**config.mk**
```make
export PLATFORM = sky130hd
export DESIGN_NAME = dbs_fetch_seq
export DESIGN_NICKNAME = d
export VERILOG_FILES = /design/src/rtl/dbs_pkg.sv /design/src/rtl/dbs_slot_ctr.sv /design/src/rtl/dbs_shadow_reg.sv /design/src/rtl/dbs_pc_reg.sv /design/src/rtl/dbs_fetch_seq.sv
export SDC_FILE = /design/constraint.sdc
export NUM_CORES = 1
export LEC_CHECK = 0
export CAP_MARGIN = 5
export CORE_ASPECT_RATIO = 1.1
export CORE_UTILIZATION = 45
export CTS_CLUSTER_SIZE = 10
export DETAILED_ROUTE_END_ITERATION = 10
export GPL_TIMING_DRIVEN = 0
export PLACE_DENSITY = 0.69
export SYNTH_ARGS = -nofsm -noshare
export SYNTH_HDL_FRONTEND = slang
export SYNTH_SLANG_ARGS = --single-unit
export TNS_END_PERCENT = 100
```
**constraint.sdc**
```tcl
create_clock -name clk_i -period 6.5 [get_ports clk_i]
set_clock_uncertainty 0.05 [all_clocks]
set_input_delay 0.975 -clock clk_i [delete_from_list [all_inputs] [get_ports clk_i]]
set_output_delay 0.975 -clock clk_i [all_outputs]
set_load 0.02 [all_outputs]
```
**src/rtl/dbs_pkg.sv**
```systemverilog
package dbs_pkg;
  localparam int unsigned INSN_BYTES = 4;
  localparam int unsigned INSN_SHIFT = 2;

  typedef struct packed {
    logic taken;
    logic kill;
  } shadow_flags_t;
endpackage

```
**src/rtl/dbs_slot_ctr.sv**
```systemverilog
module dbs_slot_ctr #(
  parameter int unsigned NUM_SLOTS = 2,
  localparam int unsigned SW = $clog2(NUM_SLOTS + 1)
) (
  input  logic          clk_i,
  input  logic          rst_ni,
  input  logic          br_acc_i,
  output logic [SW-1:0] cur_slot_o,
  output logic [SW-1:0] prev_slot_o,
  output logic          fresh_o,
  output logic          last_o
);
  localparam logic [SW-1:0] LastSlot = SW'(NUM_SLOTS);
  localparam logic [SW-1:0] OneSlot  = SW'(1);

  logic [SW-1:0] cnt_q;

  // cnt_q holds the shadow index of the current fetch once past word 1
  assign fresh_o    = (cnt_q == '0);
  assign cur_slot_o = fresh_o ? (br_acc_i ? OneSlot : '0) : cnt_q;
  assign last_o     = (cur_slot_o == LastSlot);

  always_ff @(posedge clk_i or negedge rst_ni) begin
    if (!rst_ni) begin
      cnt_q       <= '0;
      prev_slot_o <= '0;
    end else begin
      prev_slot_o <= cur_slot_o;
      if (last_o)                 cnt_q <= '0;
      else if (cur_slot_o != '0)  cnt_q <= cur_slot_o + OneSlot;
    end
  end

  a_r3_slot_advance: assert property (@(posedge clk_i) disable iff (!rst_ni)
    (cur_slot_o != '0 && !last_o) |=> (cur_slot_o == $past(cur_slot_o) + OneSlot));

  a_r3_slot_close: assert property (@(posedge clk_i) disable iff (!rst_ni)
    last_o |=> fresh_o);
endmodule

```
**src/rtl/dbs_shadow_reg.sv**
```systemverilog
module dbs_shadow_reg
  import dbs_pkg::*;
#(
  parameter int unsigned AW = 32
) (
  input  logic          clk_i,
  input  logic          rst_ni,
  input  logic          br_acc_i,
  input  logic          fresh_i,
  input  logic          last_i,
  input  logic          br_taken_i,
  input  logic          br_likely_i,
  input  logic [AW-1:0] br_target_i,
  output logic          taken_o,
  output logic          kill_o,
  output logic [AW-1:0] tgt_o
);
  shadow_flags_t flags_q, flags_live;
  logic [AW-1:0] tgt_q, tgt_live;

  assign tgt_live         = {br_target_i[AW-1:INSN_SHIFT], {INSN_SHIFT{1'b0}}};
  assign flags_live.taken = br_taken_i;
  assign flags_live.kill  = br_likely_i & ~br_taken_i;

  // in the resolving cycle the live report applies, afterwards the stored one
  assign taken_o = fresh_i ? flags_live.taken : flags_q.taken;
  assign kill_o  = fresh_i ? flags_live.kill  : flags_q.kill;
  assign tgt_o   = fresh_i ? tgt_live         : tgt_q;

  always_ff @(posedge clk_i or negedge rst_ni) begin
    if (!rst_ni) begin
      flags_q <= '0;
      tgt_q   <= '0;
    end else if (br_acc_i) begin
      flags_q <= flags_live;
      tgt_q   <= tgt_live;
    end else if (last_i) begin
      flags_q <= '0;
    end
  end

  a_r8_shadow_hold: assert property (@(posedge clk_i) disable iff (!rst_ni)
    (!fresh_i && !last_i) |=> ($stable(flags_q) && $stable(tgt_q)));

  a_r9_tgt_aligned: assert property (@(posedge clk_i) disable iff (!rst_ni)
    tgt_o[INSN_SHIFT-1:0] == '0);
endmodule

```
**src/rtl/dbs_pc_reg.sv**
```systemverilog
module dbs_pc_reg
  import dbs_pkg::*;
#(
  parameter int unsigned   AW        = 32,
  parameter logic [AW-1:0] RESET_VEC = 'h100
) (
  input  logic          clk_i,
  input  logic          rst_ni,
  input  logic          redir_i,
  input  logic [AW-1:0] tgt_i,
  output logic [AW-1:0] pc_o
);
  localparam logic [AW-1:0] Step = AW'(INSN_BYTES);

  always_ff @(posedge clk_i or negedge rst_ni) begin
    if (!rst_ni)      pc_o <= RESET_VEC;
    else if (redir_i) pc_o <= tgt_i;
    else              pc_o <= pc_o + Step;
  end

  a_r2_seq_step: assert property (@(posedge clk_i) disable iff (!rst_ni)
    !redir_i |=> (pc_o == $past(pc_o) + Step));

  a_r4_jump: assert property (@(posedge clk_i) disable iff (!rst_ni)
    redir_i |=> (pc_o == $past(tgt_i)));
endmodule

```
**src/rtl/dbs_fetch_seq.sv**
```systemverilog
module dbs_fetch_seq #(
  parameter int unsigned   AW        = 32,
  parameter int unsigned   NUM_SLOTS = 2,
  parameter logic [AW-1:0] RESET_VEC = 'h100,
  localparam int unsigned  SW        = $clog2(NUM_SLOTS + 1)
) (
  input  logic          clk_i,
  input  logic          rst_ni,
  input  logic          br_valid_i,
  input  logic          br_taken_i,
  input  logic          br_likely_i,
  input  logic [AW-1:0] br_target_i,
  output logic [AW-1:0] pc_o,
  output logic          fetch_valid_o,
  output logic [SW-1:0] slot_o,
  output logic          bad_br_o
);
  logic [SW-1:0] cur_slot, prev_slot;
  logic          fresh, last;
  logic          br_acc, br_ill;
  logic          eff_taken, eff_kill, redirect;
  logic [AW-1:0] eff_tgt;

  // a report is legal only for a branch fetched outside any shadow
  assign br_acc = br_valid_i && (prev_slot == '0);
  assign br_ill = br_valid_i && (prev_slot != '0);

  dbs_slot_ctr #(.NUM_SLOTS(NUM_SLOTS)) u_slot (
    .clk_i       (clk_i),
    .rst_ni      (rst_ni),
    .br_acc_i    (br_acc),
    .cur_slot_o  (cur_slot),
    .prev_slot_o (prev_slot),
    .fresh_o     (fresh),
    .last_o      (last)
  );

  dbs_shadow_reg #(.AW(AW)) u_shadow (
    .clk_i       (clk_i),
    .rst_ni      (rst_ni),
    .br_acc_i    (br_acc),
    .fresh_i     (fresh),
    .last_i      (last),
    .br_taken_i  (br_taken_i),
    .br_likely_i (br_likely_i),
    .br_target_i (br_target_i),
    .taken_o     (eff_taken),
    .kill_o      (eff_kill),
    .tgt_o       (eff_tgt)
  );

  assign redirect = last && eff_taken;

  dbs_pc_reg #(.AW(AW), .RESET_VEC(RESET_VEC)) u_pc (
    .clk_i   (clk_i),
    .rst_ni  (rst_ni),
    .redir_i (redirect),
    .tgt_i   (eff_tgt),
    .pc_o    (pc_o)
  );

  assign slot_o        = cur_slot;
  assign fetch_valid_o = !((cur_slot != '0) && eff_kill);

  always_ff @(posedge clk_i or negedge rst_ni) begin
    if (!rst_ni) bad_br_o <= 1'b0;
    else         bad_br_o <= br_ill;
  end

  a_r8_err_pulse: assert property (@(posedge clk_i) disable iff (!rst_ni)
    (br_valid_i && $past(slot_o) != '0) |=> bad_br_o);

  a_r8_err_quiet: assert property (@(posedge clk_i) disable iff (!rst_ni)
    !br_valid_i |=> !bad_br_o);

  a_r6_annul_only_shadow: assert property (@(posedge clk_i) disable iff (!rst_ni)
    !fetch_valid_o |-> (slot_o != '0));

  a_r5_plain_keeps_valid: assert property (@(posedge clk_i) disable iff (!rst_ni)
    (br_acc && !br_likely_i) |-> fetch_valid_o);

  a_r7_taken_keeps_valid: assert property (@(posedge clk_i) disable iff (!rst_ni)
    (slot_o != '0 && eff_taken) |-> fetch_valid_o);
endmodule

```
**Word level (Yosys, flattened, before mapping)**

Cells that the tools add are included.

- Flip-flop bits (word level): 69
- Input port bits: 37
- Output and inout bits: 36
- Word-level logic and storage cells: 33

- Add/subtract/negate cells: 2
- Eq/ne operators: 1
- Muxes and demuxes: 10
- Bitwise gates (word level): 2
- Reduce and logical (&&, ||, !) cells: 11

Operators with widths:

| operator | number |
|---|---|
| two-way mux 32 bit | 2 |
| adder 32 x 3 -> 32 bit, second input constant | 1 |
| two-way mux 2 bit | 5 |
| nonzero test 2 bit | 4 |
| logical AND 1 bit | 4 |
| logical NOT 2 bit | 2 |
| two-way mux 1 bit | 3 |
| adder 2 x 1 -> 2 bit, second input constant | 1 |
| == test 2 bit, second input constant | 1 |
| AND 1 bit | 1 |
| logical NOT 1 bit | 1 |
| NOT 1 bit | 1 |

**Depth between registers and ports, before layout**

Gate-level depths: netlist of run 1.

- Word-level depth: 7
- Depth in mapped cells: 6
- Mapped depth without buffers: 5

**Hierarchy**

Synthesis of run 1 repeated with hierarchy kept, for this count alone.

- Cells, all modules: 323
- Area total of the unflattened synthesis: 3877.5 um^2

Modules (own cells, without submodules):

| module | times used | cells each | area each (um^2) | seq. area each (um^2) |
|---|---|---|---|---|
| dbs_shadow_reg | 1 | 111 | 1871.8 | 800.8 |
| dbs_pc_reg | 1 | 195 | 1815.5 | 802.0 |
| dbs_slot_ctr | 1 | 12 | 133.9 | 100.1 |
| dbs_fetch_seq | 1 | 5 | 56.3 | 25.0 |

**Worst setup path before layout of run 1**

No wires, ideal clock.

- Path type: input to output
- Start point: input br_valid_i
- End point: output slot_o[0]
- Arrival: 2.010 ns
- Required time: 5.475 ns
- Setup slack: 3.465 ns
- Cell stages on the path: 4
- Buffers on the path: 2
- Cells stage by stage: nor3b_1 clkbuf_1 clkbuf_1 a21o_1

- Word-level cells in the longest chain between the ends: 3

Ends and longest elaborated chain:

| what | RTL line | text |
|---|---|---|
| start: declaration | dbs_fetch_seq.sv:9 | `input logic br_valid_i,` |
| logical AND 1 bit | dbs_fetch_seq.sv:25 | `assign br_acc = br_valid_i && (prev_slot == '0);` |
| two-way mux 1 bit | dbs_slot_ctr.sv:20 | `assign cur_slot_o = fresh_o ? (br_acc_i ? OneSlot : '0) : cnt_q;` |
| two-way mux 2 bit | dbs_slot_ctr.sv:20 |  |
| end: declaration | dbs_fetch_seq.sv:15 | `output logic [SW-1:0] slot_o,` |

Every way passes these cells.

**Final worst setup path of run 1**

Same ends and word-level chain as after synthesis.

==> results by group, run 1 <==
Critical path
  – Largest fanout on the critical path: 10
  – WS Path Type: primary input to output port
  – Crit. End Element: output port
  – CP arrival: 3.22 ns
  – WP data required: 5.47 ns
  – Critical path startpoint category: primary input

Clock tree
  – Worst-case clock buffer depth: 2
  – CTS Sinks: 67
  – CTS H-tree depth: 3
  – CTS resizes: 0
  – Worst-path clk slew: 0.06 ns
  – Clock latency on the worst-skew pair: 0.34 ns
  – CTS Hold Buffers Added: 0
  – Total CTS buffers: 9
  – Post-CTS setup buffer count: 0
  – Root Driver: clkbuf_8
  – CTS tree: built

Logic synthesis
  – Synth area leader: dfrtp_1
  – Top-count cell post-synth: dfrtp_1
  – Synth cell count leaders: dfrtp_1 (66), mux2_2 (30), nand2_1 (25)
  – Top area cells in the synthesized netlist: dfrtp_1 (54%), mux2_2 (11%), a31oi_1 (3.5%)
  – Ys Warns: 0
  – Post-synthesis cell area: 3060 sq um
  – Synth Register Bits: 67
  – Yosys cell types: 35
  – Mapped Cells: 283
  – Async SR Flop Fraction: 100%
  – Post-synthesis sequential area ratio: 54.8%
  – Prevailing post-synth register cell: dfrtp_1
  – Number of flops mapped to enable cells by yosys: 0
  – Share of the synthesized area in the top cell type: 53.9%
  – Syn_area_per_cell: 10.8 sq um

Worst hold path
  – Worst Hold Class: flip-flop to flip-flop

Route
  – Via-to-Cell Ratio: 5.47
  – Drt total wl: 6.78 mm
  – Starting DRT DRC Count: 143
  – First-pass DRT Iterations: 4
  – Routed length per instance: 15.0 microns
  – Detailed-route via count: 2467
  – DRC: 0
  – Antenna viol nets, final: 0

Pwr
  – Clock share of power: 18.1%
  – Net Sw Power: 0.612 mW
  – IR drop worst, VDD: 0.250 mV
  – Pwr dens: 407 nW/um^2
  – Logic pwr share: 37.4%
  – Sw frac: 37.5%
  – Sequential group share of total power: 44.5%
  – Static leakage: 1.57 nW
  – Tot Pwr: 1.63 mW
  – Pint: 1.02 mW

GRT
  – Largest net degree at the start of global routing: 68
  – Initial antenna violation count: 0
  – Number of global-route vias before repair: 2345
  – Gr usage total: 21.3%
  – Gr ovfl total: 0
  – First-pass GRT wire length: 11.3 mm

Place
  – Gpl congestion: 0.822
  – Post-DP HPWL: 4.72 mm
  – Placed instance area: 3850 sq um
  – PortBufs: 68

Finish
  – Layout area overhead: 31.1%
  – # diodes: 0
  – Nets: 402
  – Share of cells above drive strength 1: 13.8%
  – Final instance area: 4010 sq um
  – Fin util: 60.9%

Die
  – Die area: 7140 sq um
  – I/O pin cnt: 73
  – Die height: 88.5 microns
  – Core ar.: 6590 sq um
  – Starting Density: 46.4%
  – Row cnt: 31
  – Die span in x: 80.6 microns

Timing
  – Clock period minus worst slack: 4.24 ns
  – Slew Viols, Final: 0
  – Final hold violation count: 0
  – Final setup violating endpoints: 0
  – RSZ-0062 raised after global routing: false
  – Hold slack: 0.423 ns
  – TNS Setup: 0 ns
  – Max-Slew Margin vs Limit: 44.2%
  – Fin crit share: 65.3%
  – Fmax: 0.236 GHz
  – Worst-Margin Slew: 0.837 ns

Outcome
  – Status: finished, final reports clean

Job
  – Max-Cap Viols: 0
[placed cells by master, fill, tap and decap left out, types with 2 or more instances in the layout]
cell / n
conb_1: 3
nand4_1: 5
and3_1: 2
clkbuf_1: 16
or3_1: 8
or4_1: 14
clkbuf_8: 10
inv_1: 8
nand2_1: 25
mux2_2: 30
xor2_1: 5
nand3_1: 12
a31oi_1: 17
o21ai_0: 21
xnor2_1: 5
clkinv_2: 3
dfrtp_1: 66
and4_1: 2
buf_4: 3
clkdlybuf4s50_1: 67
o31ai_1: 9
nor2_1: 22
[through the flow]
step,cells,setup slack [ns]
after floorplan,285,3.47
after global placement,435,2.18
after detailed placement,435,2.23
after CTS,451,2.22
after global routing,451,2.04
final,451,2.26
[worst paths after layout]
kind	startpoint	end	slack, ns	cells after the start
worst max-delay path	br_valid_i	slot_o[0]	2.26	6
max in group asynchronous	rst_ni	u_shadow.tgt_q[10]	5.17	1
worst min register to register	u_shadow.tgt_q[3]	u_pc.pc_o[3]	0.42	2
min in group asynchronous	rst_ni	u_pc.pc_o[23]	0.69	1
worst min-delay path	u_shadow.tgt_q[3]	u_pc.pc_o[3]	0.42	2
worst max register to register	u_pc.pc_o[2]	u_pc.pc_o[22]	4.05	6
[flip-flops by register name (all words and copies together), names as in the netlist]
signal and count:
u_pc.pc_o 30, u_shadow.tgt_q 30, u_shadow.flags_q 2, u_slot.cnt_q 2, u_slot.prev_slot_o 2, bad_br_o 1
[worst max-delay path, cell delays in order]
cell and delay (ns):
clkdlybuf4s50_1 0.48, nor3b_1 0.17, clkbuf_1 0.37, clkbuf_1 0.43, a21o_1 0.20, clkdlybuf4s50_1 0.60
[power groups by stage]
stage	registers, mW	clock network, mW	logic (mW)
final	0.728	0.295	0.610
after global routing	0.754	0.319	0.670
after CTS	0.729	0.304	0.615
after detailed placement	0.735	0	0.613
after global placement	0.731	0	0.595
after floorplan	0.808	0	0.231
[routing by layer]
metal | wire length (microns) | up-vias | share of wire [%] | global-route usage (%)
met5 | 0 | - | 0 | 0
met1 | 3140 | 1197 | 46 | 27.8
met3 | 311 | 13 | 4.6 | 4.02
met4 | 135 | 0 | 2.0 | 10.4
met2 | 3190 | 71 | 47 | 34.1
li1 | - | 1186 | - | -
[area by class of cell]
cell class                 count  area (sq um)
clock buffer                  13           149
buffer                        17          78.8
multi-input combinational    193          1280
sequential                    67          1680
clock inverter                 3          15.0
inverter                       8          30.0
tap                           82           103
timing repair buffer          68           678
fill                         582          2580
[cell families after synthesis]
kind of cell               count (synthesis)  share of synthesized area (%)
adders and majority gates                  1                          0.409
and+or+nand+nor                           97                           16.9
AOI/OAI and AO/OA                         52                           10.3
other                                      1                          0.122
muxes                                     30                           11.0
xor gates and xnor gates                  10                           2.86
DFF                                       67                           54.8
buffers and inverters                     25                           3.56
No activity file was read; power rests on OpenSTA's default activity.
==> inputs of run 2 (changes only) <==
clock period = 4 ns   (was 6.5 ns; I/O delays follow)
==> results of run 2 <==
Same layout as run 1 (identical final DEF). Status: finished, final reports clean.
Among the figures that moved: setup slack after placement 2.23 ns -> 0.477 ns; clock-pin slew on the worst setup and hold paths 0.06 ns -> 0.07 ns; setup slack after layout 2.26 ns -> 0.506 ns; hold slack 0.423 ns -> 0.316 ns; register-to-register setup slack 4.05 ns -> 1.55 ns; total power 1.63 mW -> 2.65 mW; worst IR drop on VDD 0.250 mV -> 0.406 mV
